<file path="src/rtl/cfw_pkg.sv">
package cfw_pkg;

  typedef enum logic [1:0] {
    SRC_INVALID = 2'd0,
    SRC_CLEAN   = 2'd1,
    SRC_LRU     = 2'd2
  } victim_src_e;

  // Window size used by the search: raw value forced into 1..ways.
  function automatic int unsigned clamp_window(int unsigned raw, int unsigned ways);
    if (raw == 0)
      return 1;
    else if (raw > ways)
      return ways;
    else
      return raw;
  endfunction

endpackage

</file>
<file path="src/rtl/cfw_recency.sv">
module cfw_recency #(
  parameter int WAYS = 16,
  parameter int IDXW = $clog2(WAYS)
) (
  input  logic                       clk,
  input  logic                       rst_n,
  input  logic                       touch_en,
  input  logic [IDXW-1:0]            touch_way,
  output logic [WAYS-1:0][IDXW-1:0]  order
);
  // order[0] is least recent, order[WAYS-1] is most recent.
  logic [WAYS-1:0]            at_or_above;
  logic [WAYS-1:0][IDXW-1:0]  order_nxt;
  logic [WAYS-1:0]            seen;

  always_comb begin
    logic run;
    run = 1'b0;
    for (int p = 0; p < WAYS; p++) begin
      run = run | (order[p] == touch_way);
      at_or_above[p] = run;
    end
  end

  generate
    for (genvar p = 0; p < WAYS - 1; p++) begin : g_shift
      assign order_nxt[p] = at_or_above[p] ? order[p+1] : order[p];
    end
  endgenerate
  assign order_nxt[WAYS-1] = touch_way;

  always_ff @(posedge clk) begin
    if (!rst_n) begin
      for (int p = 0; p < WAYS; p++) order[p] <= IDXW'(p);
    end else if (touch_en) begin
      order <= order_nxt;
    end
  end

  always_comb begin
    seen = '0;
    for (int p = 0; p < WAYS; p++) seen[order[p]] = 1'b1;
  end

  // touched way lands at the most recent position
  assert_mru_R3: assert property (@(posedge clk) disable iff (!rst_n)
    touch_en |=> order[WAYS-1] == $past(touch_way));
  // the list stays a permutation of all ways
  assert_perm_R3: assert property (@(posedge clk) disable iff (!rst_n)
    &seen);
  // untouched list is left alone
  assert_hold_R3: assert property (@(posedge clk) disable iff (!rst_n)
    !touch_en |=> $stable(order));

endmodule

</file>
<file path="src/rtl/cfw_line_state.sv">
module cfw_line_state #(
  parameter int WAYS = 16,
  parameter int IDXW = $clog2(WAYS)
) (
  input  logic             clk,
  input  logic             rst_n,
  input  logic             acc_en,
  input  logic             acc_hit,
  input  logic             acc_wr,
  input  logic [IDXW-1:0]  touch_way,
  output logic [WAYS-1:0]  valid,
  output logic [WAYS-1:0]  dirty
);
  logic fill_ev;
  logic wr_hit_ev;
  assign fill_ev   = acc_en && !acc_hit;
  assign wr_hit_ev = acc_en && acc_hit && acc_wr;

  always_ff @(posedge clk) begin
    if (!rst_n) begin
      valid <= '0;
      dirty <= '0;
    end else begin
      if (fill_ev) begin
        valid[touch_way] <= 1'b1;
        dirty[touch_way] <= acc_wr;
      end else if (wr_hit_ev) begin
        dirty[touch_way] <= 1'b1;
      end
    end
  end

  // any write leaves the touched line dirty
  assert_wr_dirty_R4: assert property (@(posedge clk) disable iff (!rst_n)
    (acc_en && acc_wr) |=> dirty[$past(touch_way)]);
  // a read fill leaves the line clean
  assert_rd_fill_clean_R4: assert property (@(posedge clk) disable iff (!rst_n)
    (acc_en && !acc_hit && !acc_wr) |=> !dirty[$past(touch_way)]);
  // a read hit does not change the dirty bit
  assert_rd_hit_keep_R4: assert property (@(posedge clk) disable iff (!rst_n)
    (acc_en && acc_hit && !acc_wr) |=> $stable(dirty));
  // a filled way is valid afterwards
  assert_fill_valid_R3: assert property (@(posedge clk) disable iff (!rst_n)
    fill_ev |=> valid[$past(touch_way)]);

endmodule

</file>
<file path="src/rtl/cfw_victim_pick.sv">
module cfw_victim_pick
  import cfw_pkg::*;
#(
  parameter int WAYS = 16,
  parameter int IDXW = $clog2(WAYS),
  parameter int WINW = $clog2(WAYS) + 1
) (
  input  logic [WAYS-1:0][IDXW-1:0]  order,
  input  logic [WAYS-1:0]            valid,
  input  logic [WAYS-1:0]            dirty,
  input  logic [WINW-1:0]            win_raw,
  output logic [IDXW-1:0]            victim_way,
  output logic                       victim_dirty,
  output victim_src_e                victim_src
);
  int unsigned     win;
  logic            any_inv;
  logic [IDXW-1:0] inv_way;
  logic            clean_found;
  logic [IDXW-1:0] clean_way;

  assign win = clamp_window(int'(win_raw), WAYS);

  // Lowest-numbered invalid way: scan downward, last hit wins.
  always_comb begin
    any_inv = 1'b0;
    inv_way = '0;
    for (int w = WAYS - 1; w >= 0; w--) begin
      if (!valid[w]) begin
        any_inv = 1'b1;
        inv_way = IDXW'(w);
      end
    end
  end

  // Oldest clean way inside the window: scan from the newest window slot down.
  always_comb begin
    clean_found = 1'b0;
    clean_way   = '0;
    for (int p = WAYS - 1; p >= 0; p--) begin
      if (p < int'(win) && !dirty[order[p]]) begin
        clean_found = 1'b1;
        clean_way   = order[p];
      end
    end
  end

  always_comb begin
    if (any_inv) begin
      victim_src   = SRC_INVALID;
      victim_way   = inv_way;
      victim_dirty = 1'b0;
    end else if (clean_found) begin
      victim_src   = SRC_CLEAN;
      victim_way   = clean_way;
      victim_dirty = 1'b0;
    end else begin
      victim_src   = SRC_LRU;
      victim_way   = order[0];
      victim_dirty = 1'b1;
    end
  end

endmodule

</file>
<file path="src/rtl/cfw_victim_sel.sv">
module cfw_victim_sel
  import cfw_pkg::*;
#(
  parameter int WAYS = 16,
  parameter int IDXW = $clog2(WAYS),
  parameter int WINW = $clog2(WAYS) + 1
) (
  input  logic             clk,
  input  logic             rst_n,
  input  logic             acc_valid,
  input  logic             acc_hit,
  input  logic [IDXW-1:0]  acc_way,
  input  logic             acc_write,
  input  logic [WINW-1:0]  win_n,
  output logic [IDXW-1:0]  victim_way,
  output logic             victim_dirty
);
  logic [WAYS-1:0][IDXW-1:0] order;
  logic [WAYS-1:0]           valid;
  logic [WAYS-1:0]           dirty;
  logic [IDXW-1:0]           touch_way;
  victim_src_e               victim_src;
  logic                      set_full;

  assign touch_way = acc_hit ? acc_way : victim_way;
  assign set_full  = &valid;

  cfw_recency #(.WAYS(WAYS), .IDXW(IDXW)) u_recency (
    .clk       (clk),
    .rst_n     (rst_n),
    .touch_en  (acc_valid),
    .touch_way (touch_way),
    .order     (order)
  );

  cfw_line_state #(.WAYS(WAYS), .IDXW(IDXW)) u_state (
    .clk       (clk),
    .rst_n     (rst_n),
    .acc_en    (acc_valid),
    .acc_hit   (acc_hit),
    .acc_wr    (acc_write),
    .touch_way (touch_way),
    .valid     (valid),
    .dirty     (dirty)
  );

  cfw_victim_pick #(.WAYS(WAYS), .IDXW(IDXW), .WINW(WINW)) u_pick (
    .order        (order),
    .valid        (valid),
    .dirty        (dirty),
    .win_raw      (win_n),
    .victim_way   (victim_way),
    .victim_dirty (victim_dirty),
    .victim_src   (victim_src)
  );

  // with a hole in the set, an invalid clean way is chosen
  assert_inv_first_R2: assert property (@(posedge clk) disable iff (!rst_n)
    !set_full |-> (!valid[victim_way] && !victim_dirty && victim_src == SRC_INVALID));
  // a clean-flagged victim in a full set really is clean
  assert_clean_pick_R5: assert property (@(posedge clk) disable iff (!rst_n)
    (set_full && !victim_dirty) |-> !dirty[victim_way]);
  // a dirty victim is the true LRU way and is dirty
  assert_fallback_R6: assert property (@(posedge clk) disable iff (!rst_n)
    victim_dirty |-> (victim_way == order[0] && dirty[victim_way]));
  // window of one gives plain LRU once the set is full
  assert_lru_one_R7: assert property (@(posedge clk) disable iff (!rst_n)
    (set_full && win_n <= WINW'(1)) |-> victim_way == order[0]);
  // full window reports dirty only when the whole set is dirty
  assert_full_win_R8: assert property (@(posedge clk) disable iff (!rst_n)
    (set_full && win_n >= WINW'(WAYS) && victim_dirty) |-> &dirty);

endmodule

</file>
<file path="config.mk">
export PLATFORM = sky130hd
export DESIGN_NAME = cfw_victim_sel
export DESIGN_NICKNAME = d
export VERILOG_FILES = /design/src/rtl/cfw_pkg.sv /design/src/rtl/cfw_recency.sv /design/src/rtl/cfw_line_state.sv /design/src/rtl/cfw_victim_pick.sv /design/src/rtl/cfw_victim_sel.sv
export SDC_FILE = /design/constraint.sdc
export NUM_CORES = 1
export LEC_CHECK = 0
export CAP_MARGIN = 20
export CORE_ASPECT_RATIO = 0.75
export CORE_MARGIN = 1
export CORE_UTILIZATION = 30
export CTS_CLUSTER_DIAMETER = 150
export DETAILED_ROUTE_END_ITERATION = 8
export PLACE_DENSITY = 0.45
export SLEW_MARGIN = 5
export SYNTH_ARGS = -nofsm -noshare
export SYNTH_HDL_FRONTEND = slang
export SYNTH_SLANG_ARGS = --single-unit
</file>
<file path="constraint.sdc">
create_clock -name clk -period 4.4 [get_ports clk]
set_clock_uncertainty 0.05 [all_clocks]
set_input_delay 0.88 -clock clk [delete_from_list [all_inputs] [get_ports clk]]
set_output_delay 0.88 -clock clk [all_outputs]
set_load 0.05 [all_outputs]
</file>
==> flow_summary.toml, run 1 <==
[grt]
first_global_vias = 8859
gr-total-overflow = 0
grt_use_total = 0.261
grt_max_degree = 46
antenna_found_initial = 0
grt_pass1_wl_um = 56600

[job]
cap_viol_max_count = 0

[cells_and_area]
syn_to_final_growth_pct = 50.5
nets = 1304
final_common_cell = "buf_4"
final_cells = 1680
layout_common_cells = "291 x buf_4, 81 x nand2_1, 75 x dfxtp_1, 73 x mux2i_1"
final_core_util = 0.462
drive_gt1_frac = 0.452
n_antenna_cell = 0

[floorplanning]
start_util = 0.307
fp.dieH_um = 149
rows = 53
dieArea_um2 = 29500
core_area_um2 = 28100
ios = 19
die_w_um = 198

[timing]
max-slew-margin-rel = 0.567
maxSlewViolCount = 0
tns_ns = -7.23
max_freq_mhz = 211
fin_crit_ns = 4.73
rsz0062_at_grt = "true"
period_share = 1.07
finalHoldViolations = 0
tightestPinTransition_ns = 0.649
worst_slack_ns = -0.329
setup_viol = 51

[outcome]
violations = "setup timing"
status = "finished with violations"

[placed_design]
port_buffers = 18
dp_hpwl_um = 28700
place.gp.congestion = 0.927
dp_cells = 1616

[detailed_routing]
route.met3.wl_um = 2550
ant_nets = 0
vias = 9281
dr.pass1.iters = 7
met1_length_um = 19100
post_drt_wl_per_cell_um = 22.4
viasPerCell = 5.52
wl_met2_um = 15600
drt_iter0_drc = 737
drt-total-wl_um = 37700
highest_layer = "met4"
drc = 0

[worst_hold_path]
hold_path_class = "flop to flop"
worst_hold_path.endpoint = "u_state.valid[9]"
hp-start = "u_state.valid[9]"
hold_depth = 2

[clocking]
clockBufferDepth = 2
cts.sink_count = 96
cts_tree = "done"
clk_pin_slew_ns = 0.09
numCtsBuffers = 9
cts-hold-fix-buffers = 0
cts_max_level = 3
insertion_delay_ns = 0.38
clockRootBuffer = "clkbuf_16"

[power_and_ir_drop]
power_frac_clock = 0.211
power.internal_mw = 2.48
p_sw_mw = 1.65
netSwitchingFraction = 0.399
p_seq_frac = 0.277
irDropWorstVdd_v = 0.000187
power_mw = 4.13
pwr_density_cell_nw_per_um2 = 318
combinationalPowerShare = 0.512
p_leak_nw = 5.26

[setup_path]
crit_path_top_delay_cell = "mux4_2"
cpLargestDelayFamily = "buffers and inverters"
cp.arrival_ns = 3.80
worstPathCellList = "buf_6, buf_4, mux4_2, mux2i_1, buf_4, o221ai_4, buf_6, buf_4, nor2_1, a31oi_1, o211ai_1, nand3b_1, buf_4, buf_4, buf_6, a31o_4, buf_12"
worstReg2RegEnd = "u_recency.order[55]"
reg2reg_from = "u_state.dirty[2]"
ff2ff_setup_slack_ns = -0.30
slowest_delay_ns = 0.46
worstRegToRegCells = 22
crit_path_start_kind = "flop"
crit_top_cell = "buf_4"
crit_buf_inv = 9
critPathRequiredTime_ns = 3.47
crit_path_max_fanout = 5
path_class = "flop to output port"
end_kind = "output port"

[synth]
synth_flop_cell = "dfxtp_1"
synth_edf_count = 0
synthCells = 1012
netlist_area_um2 = 8630
ys_seq_elements = 96
yosysWarnings = 0
ys_async_sr_fraction = 0
ys_seq_area_frac = 0.223
synth_nets = 1026
avgSynthCellArea_um2 = 8.53
ys_types = 91
[registers in the layout (all words and copies together), names as in the netlist]
register	count
u_state.valid	16
u_state.dirty	16
u_recency.order	64
[Yosys cell counts, types with 8 or more instances]
master / count / area [um2]
nor2b_1: 59 / 369
o21ai_0: 36 / 180
dfxtp_1: 96 / 1920
mux2_2: 25 / 282
o211ai_1: 23 / 173
mux2i_1: 74 / 741
o21a_1: 15 / 113
xor2_1: 13 / 114
nor2_1: 59 / 221
or2_2: 10 / 62.6
a21o_1: 8 / 60.1
nand3_1: 25 / 125
a2bb2oi_1: 10 / 87.6
nand2_1: 84 / 315
clkbuf_1: 68 / 255
o22ai_1: 18 / 113
buf_2: 15 / 75.1
a21boi_0: 11 / 82.6
a21oi_1: 32 / 160
a31oi_1: 20 / 125
a22oi_1: 8 / 60.1
nand2b_1: 13 / 81.3
and2_1: 13 / 81.3
xnor2_1: 30 / 263
inv_1: 40 / 150
mux4_2: 47 / 1060
nor3_1: 14 / 70.1
[power by group through the flow]
stage	clock [mW]	sequential (mW)	combinational, mW
5_1_grt	0.926	1.16	2.24
3_5_place_dp	0	1.16	1.80
6_report	0.872	1.14	2.12
2_1_floorplan	0	1.03	1.14
3_3_place_gp	0	1.16	1.80
4_1_cts	0.887	1.14	1.96
[what timing repair did]
action / CTS / global route
setup buffers: 38 / 15
pin swaps: 45 / 31
endpoints found under the setup margin: 97 / 67
resized for setup: 143 / 61
[worst max path at each step]
stage / startpoint / to / slack (ns) / depth (start not counted)
final: u_state.dirty[2] / victim_way[1] / -0.33 / 17
after global routing: u_state.dirty[8] / u_recency.order[55] / -0.46 / 19
after CTS: u_state.dirty[14] / u_recency.order[55] / -0.27 / 18
after detailed placement: win_n[1] / u_recency.order[56] / -1.33 / 19
after global placement: win_n[2] / u_recency.order[59] / -1.29 / 18
after floorplan: win_n[1] / u_recency.order[52] / -0.02 / 18
[metal layers]
metal | vias to the layer above | GRT usage
li1 | 4318 | -
met1 | 4589 | 0.394
met2 | 333 | 0.371
met3 | 41 | 0.0581
met4 | 0 | 0.0558
met5 | - | 0
[worst register-to-register path, cell delays in order (launching register included)]
cell and delay [ns]:
dfxtp_4 0.38, buf_6 0.14, buf_4 0.15, mux4_2 0.46, mux2i_1 0.15, buf_4 0.15, o221ai_4 0.17, buf_6 0.17
buf_4 0.13, nor2_1 0.08, a31oi_1 0.05, o211ai_1 0.36, nand3b_1 0.22, a41oi_4 0.23, buf_4 0.16, buf_12 0.12
nor2_1 0.06, mux2_2 0.28, a2bb2oi_2 0.20, nand4_2 0.15, buf_12 0.19, nor3b_4 0.33, mux2i_1 0.25
[stage by stage]
step | setup WS, ns | hold slack, ns | area [um2]
2_1_floorplan | -0.0236 | 0.399 | 8740
3_3_place_gp | -1.29 | 0.419 | 11500
3_5_place_dp | -1.33 | 0.423 | 11500
4_1_cts | -0.267 | 0.436 | 12600
5_1_grt | -0.459 | 0.447 | 13000
6_report | -0.329 | 0.437 | 13000
[kinds of logic (layout without fill, tap and decap cells)]
family / after synthesis / after routing / synth area share
AND/OR/NAND/NOR: 328 / 328 / 0.202
XOR/XNOR: 43 / 43 / 0.0436
flip-flops: 96 / 96 / 0.223
multiplexers: 146 / 146 / 0.241
AO/OA/AOI/OAI: 263 / 263 / 0.224
buffers and inverters: 136 / 419 / 0.0670
[final cells by class]
class	instances	area, um2
tap	385	482
clock buffer	9	225
timing repair buffer	363	3210
fill	2788	15100
multi-input combinational	780	6860
clock inverter	7	81.3
inverter	40	150
sequential	96	1980
No activity file was read; power rests on OpenSTA's default activity.
==> run 2: changes to the inputs <==
--- a/config.mk
+++ b/config.mk
@@ -5,6 +5,7 @@
 export SDC_FILE = /design/constraint.sdc
 export NUM_CORES = 1
 export LEC_CHECK = 0
+export ABC_AREA = 1
 export CAP_MARGIN = 20
 export CORE_ASPECT_RATIO = 0.75
 export CORE_MARGIN = 1
==> flow_summary.toml, run 2 <==
[clocking]
cts.sink_count = 96
clk_pin_slew_ns = 0.08
cts_max_level = 3
clockRootBuffer = "clkbuf_16"
clockBufferDepth = 2
cts_tree = "done"
numCtsBuffers = 9
insertion_delay_ns = 0.39

[placed_design]
dp_slack_ns = -1.29
placed_area_um2 = 10700
dp_cells = 1919
place.gp.congestion = 0.921
port_buffers = 18
dp_hpwl_um = 28900

[outcome]
status = "finished with violations"
violations = "setup timing"

[synth]
synthCells = 1345
netlist_area_um2 = 8170
yosysWarnings = 0
synth_edf_count = 0
synth_nets = 1359
post_synth_main_area_contributors = "dfxtp_1 24%, a21oi_1 14%, nand2_1 11%"
yosys.area.top_type = "dfxtp_1"
yosysMostFrequentCell = "nand2_1"
ys_types = 48
synth_flop_cell = "dfxtp_1"
ys_seq_area_frac = 0.235
synth.top_cells.by_count = "237 x nand2_1, 231 x a21oi_1, 164 x o21ai_0"
ys_seq_elements = 96
yosys.area.top_type_share = 0.235
ys_async_sr_fraction = 0
avgSynthCellArea_um2 = 6.07

[grt]
grt_max_degree = 52
grt_use_total = 0.279
antenna_found_initial = 0
first_global_vias = 9346
grt_pass1_wl_um = 57600
gr-total-overflow = 0

[power_and_ir_drop]
irDropWorstVdd_v = 0.000279
pwr_density_cell_nw_per_um2 = 523
power_mw = 6.18
p_leak_nw = 5.39

[timing]
rsz0062_at_grt = "true"
maxSlewViolCount = 0
setup_viol = 24
finalHoldViolations = 0
max-slew-margin-rel = 0.238
fin_crit_ns = 4.59
whs_ns = 0.419
tns_ns = -1.84
period_share = 1.04
worst_slack_ns = -0.186
max_freq_mhz = 218
tightestPinTransition_ns = 1.14

[cells_and_area]
largest_reg_flops = 64
largest-register = "u_recency.order"
stdcell_area_um2 = 11800
drive_gt1_frac = 0.322
final_core_util = 0.449
reg.largest.list = "u_recency.order x64, u_state.dirty x16, u_state.valid x16"
nets = 1628
syn_to_final_growth_pct = 44.9
final_cells = 1963
final.fill_count = 2743
final_common_cell = "buf_4"
n_antenna_cell = 0
layout_common_cells = "286 x buf_4, 224 x a21oi_1, 209 x nand2_1, 147 x o21ai_0, 144 x nand3_1"

[detailed_routing]
post_drt_wl_per_cell_um = 19.4
viasPerCell = 5.32
drc = 0
ant_nets = 0
drt_iter0_drc = 1193
dr.pass1.iters = 5
vias = 10500
drt-total-wl_um = 38200

[setup_path]
end_kind = "flop"
crit_path_top_delay_cell = "nor3_4"
path_class = "input port to flop"
crit_path_max_fanout = 5
slowest_delay_ns = 0.23
cp.arrival_ns = 4.86
crit_path_start_kind = "input port"
critPathRequiredTime_ns = 4.67

[worst_hold_path]
hold_path_class = "flop to flop"

[floorplanning]
fp.dieH_um = 145
dieArea_um2 = 27900
ios = 19
rows = 51
start_util = 0.310
core_area_um2 = 26400
die_w_um = 193

[job]
cap_viol_max_count = 0
## run 2: changes by cell type after synthesis, sizes merged, moves of 22 or more
cell | previous run | this run
nand2 | 85 | 252
nor2b | 59 | 0
clkbuf | 68 | 27
nand3 | 26 | 162
inv | 40 | 151
o21ai | 37 | 192
a21oi | 33 | 237
mux4 | 47 | 0
xnor2 | 30 | 0
mux2 | 25 | 0
mux2i | 74 | 0
xor2 | 13 | 35
## run 2: cell type report
type | instances | area [um2] | share of cell area
Multi-Input combinational cell | 1023 | 5690 | 0.481
Timing Repair Buffer | 328 | 2770 | 0.234
Sequential cell | 96 | 1940 | 0.164
Inverter | 156 | 626 | 0.0529
Tap cell | 344 | 430 | 0.0364
Clock buffer | 9 | 225 | 0.0190
Clock inverter | 7 | 149 | 0.0126
## run 2: cell families after synthesis
logic type / after synthesis / synth area share
AOI/OAI and AO/OA: 461 / 0.296
xor gates and xnor gates: 35 / 0.0375
buffers and inverters: 226 / 0.122
DFF: 96 / 0.235
and+or+nand+nor: 527 / 0.309
## run 2: worst max-delay path: cells and delay by family
family / cells / cell delay (ns)
AO/OA/AOI/OAI: 1 / 0.12
AND/OR/NAND/NOR: 25 / 2.66
buffers and inverters: 10 / 1.18
## run 2: worst paths after layout
kind | startpoint | to | slack, ns | cells after the start
worst max register to register | u_state.dirty[4] | u_recency.order[56] | -0.15 | 34
worst max-delay path | win_n[1] | u_recency.order[56] | -0.19 | 36
worst min-delay path | u_state.valid[5] | u_state.valid[5] | 0.42 | 2
worst min register to register | u_state.valid[5] | u_state.valid[5] | 0.42 | 2
## run 2: metal layers
layer  up-vias  global-route usage  share of wire
met1      4875               0.425           0.49
li1       5119                   -              -
met3        46              0.0354          0.071
met2       412               0.402           0.41
met4         0              0.0758          0.022
met5         -                   0              0
## run 2: what timing repair did
action,CTS,global route
buffers inserted,21,9
resized for setup,89,115
hold buffers,0,0
pin swaps,44,46
setup endpoints to repair,94,75
## run 2: power by group
part / switching [mW] / internal [mW]
clock: 0.433 / 0.622
combinational: 2.18 / 1.64
sequential: 0.243 / 1.06
==> run 3: changes to the inputs <==
--- a/config.mk
+++ b/config.mk
@@ -12,7 +12,8 @@
 export CORE_UTILIZATION = 30
 export CTS_CLUSTER_DIAMETER = 150
 export DETAILED_ROUTE_END_ITERATION = 8
-export PLACE_DENSITY = 0.45
+export GPL_ROUTABILITY_DRIVEN = 0
+export PLACE_DENSITY = 0.43
 export SLEW_MARGIN = 5
 export SYNTH_ARGS = -nofsm -noshare
 export SYNTH_HDL_FRONTEND = slang
==> constraint.sdc (replaced) <==
create_clock -name clk -period 5.7 [get_ports clk]
set_clock_uncertainty 0.05 [all_clocks]
set_input_delay 1.14 -clock clk [delete_from_list [all_inputs] [get_ports clk]]
set_output_delay 1.14 -clock clk [all_outputs]
set_load 0.05 [all_outputs]
==> flow_summary.toml, run 3 (synthesized netlist as in run 2, its figures left out) <==
[outcome]
status = "complete, no violations"

[placed_design]
port_buffers = 18
dp_cells = 1748
dp_slack_ns = -0.212
dp_hpwl_um = 26900

[clocking]
cts_tree = "done"
clockBufferDepth = 2
cts_max_level = 3
numCtsBuffers = 9
clockRootBuffer = "clkbuf_16"
clk_pin_slew_ns = 0.07
cts.sink_count = 96
insertion_delay_ns = 0.37

[timing]
worst_slack_ns = 0.271
max_freq_mhz = 184
fin_crit_ns = 5.43
whs_ns = 0.422
period_share = 0.952
setup_viol = 0
finalHoldViolations = 0
maxSlewViolCount = 0
max-slew-margin-rel = 0.257
tightestPinTransition_ns = 1.11

[setup_path]
path_class = "input port to output port"
end_kind = "output port"
crit_path_start_kind = "input port"
cp.arrival_ns = 4.24
crit_path_max_fanout = 4
critPathRequiredTime_ns = 4.51

[cells_and_area]
largest_reg_flops = 64
drive_gt1_frac = 0.167
final_cells = 1773
reg.largest.list = "u_recency.order x64, u_state.dirty x16, u_state.valid x16"
syn_to_final_growth_pct = 18.7
largest-register = "u_recency.order"
nets = 1437
final_core_util = 0.368
seq_area_um2 = 1920
multi_input_area_um2 = 5330
final_common_cell = "nand2_1"
layout_common_cells = "233 x nand2_1, 231 x a21oi_1, 164 x o21ai_0, 151 x nand3_1"
final.fill_count = 2896

[floorplanning]
rows = 51
fp.dieH_um = 145
die_w_um = 193
dieArea_um2 = 27900
ios = 19
core_area_um2 = 26400
start_util = 0.310

[grt]
grt_max_degree = 53
grt_pass1_wl_um = 56000
first_global_vias = 8635
gr-total-overflow = 0
grt_use_total = 0.274
antenna_found_initial = 0

[worst_hold_path]
hold_path_class = "flop to flop"

[power_and_ir_drop]
p_leak_nw = 4.33
power.internal_mw = 2.00
pwr_density_cell_nw_per_um2 = 416
combinationalPowerShare = 0.548
irDropWorstVdd_v = 0.000172
p_sw_mw = 2.04
power_frac_clock = 0.163
p_seq_frac = 0.289
netSwitchingFraction = 0.505

[detailed_routing]
ant_nets = 0
post_drt_wl_per_cell_um = 21.0
dr.pass1.iters = 6
viasPerCell = 5.48
drt_iter0_drc = 1152
vias = 9709
drc = 0
drt-total-wl_um = 37200

[job]
cap_viol_max_count = 0
## run 3: final timing paths
check	cells past startpoint	startpoint	slack [ns]	endpoint
setup / recovery	16	win_n[1]	0.27	victim_way[0]
hold / removal	2	u_state.valid[4]	0.42	u_state.valid[4]
setup reg to reg	39	u_state.dirty[7]	0.55	u_recency.order[53]
hold reg to reg	2	u_state.valid[4]	0.42	u_state.valid[4]
## run 3: area by class of cell
cell class                 instances  share of cell area
clock buffer                      10              0.0236
clock inverter                     6             0.00684
timing repair buffer             136               0.116
antenna                            1            0.000258
sequential                        96               0.198
multi-input combinational       1024               0.550
inverter                         156              0.0608
tap                              344              0.0444
## run 3: routing by layer
metal | global-route usage | vias to the layer above | wire, um
met5 | 0 | - | 0
met4 | 0.0833 | 0 | 793
met3 | 0.0574 | 33 | 3220
met2 | 0.371 | 418 | 14500
met1 | 0.420 | 4523 | 18700
li1 | - | 4735 | -
## run 3: power groups by stage
stage	Clock, mW	Sequential [mW]	Combinational, mW
finish	0.658	1.17	2.21
global route	0.695	1.19	2.47
global placement	0	1.17	2.12
CTS	0.674	1.15	2.12
detailed placement	0	1.16	2.11
floorplan	0	0.942	1.61
## run 3: through the flow
stage	instance area [um2]	setup TNS, ns	power, mW
after CTS	9550	0	3.94
after global routing	9690	-0.0115	4.35
after global placement	9250	-1.36	3.29
after detailed placement	9250	-2.29	3.27
after floorplan	8170	0	2.55
final	9690	0	4.04
## run 3: timing repair
| action | in CTS | in global routing |
|---|---|---|
| gates resized for setup | 0 | 19 |
| buffers inserted | 0 | 7 |
| hold buffers | 0 | 0 |
| endpoints found under the setup margin | 0 | 26 |
## run 3: critical path, cell delays in order
cell             delay (ns)
clkdlybuf4s50_1        0.42
o211ai_1               0.23
nand2_1                0.22
nand2_1                0.17
nor2_4                 0.07
nor4_1                 0.26
buf_4                  0.17
nand4_1                0.08
nor3_2                 0.24
buf_4                  0.15
or2_4                  0.13
buf_4                  0.13
a21oi_1                0.08
a21boi_0               0.41
buf_4                  0.20
buf_12                 0.13
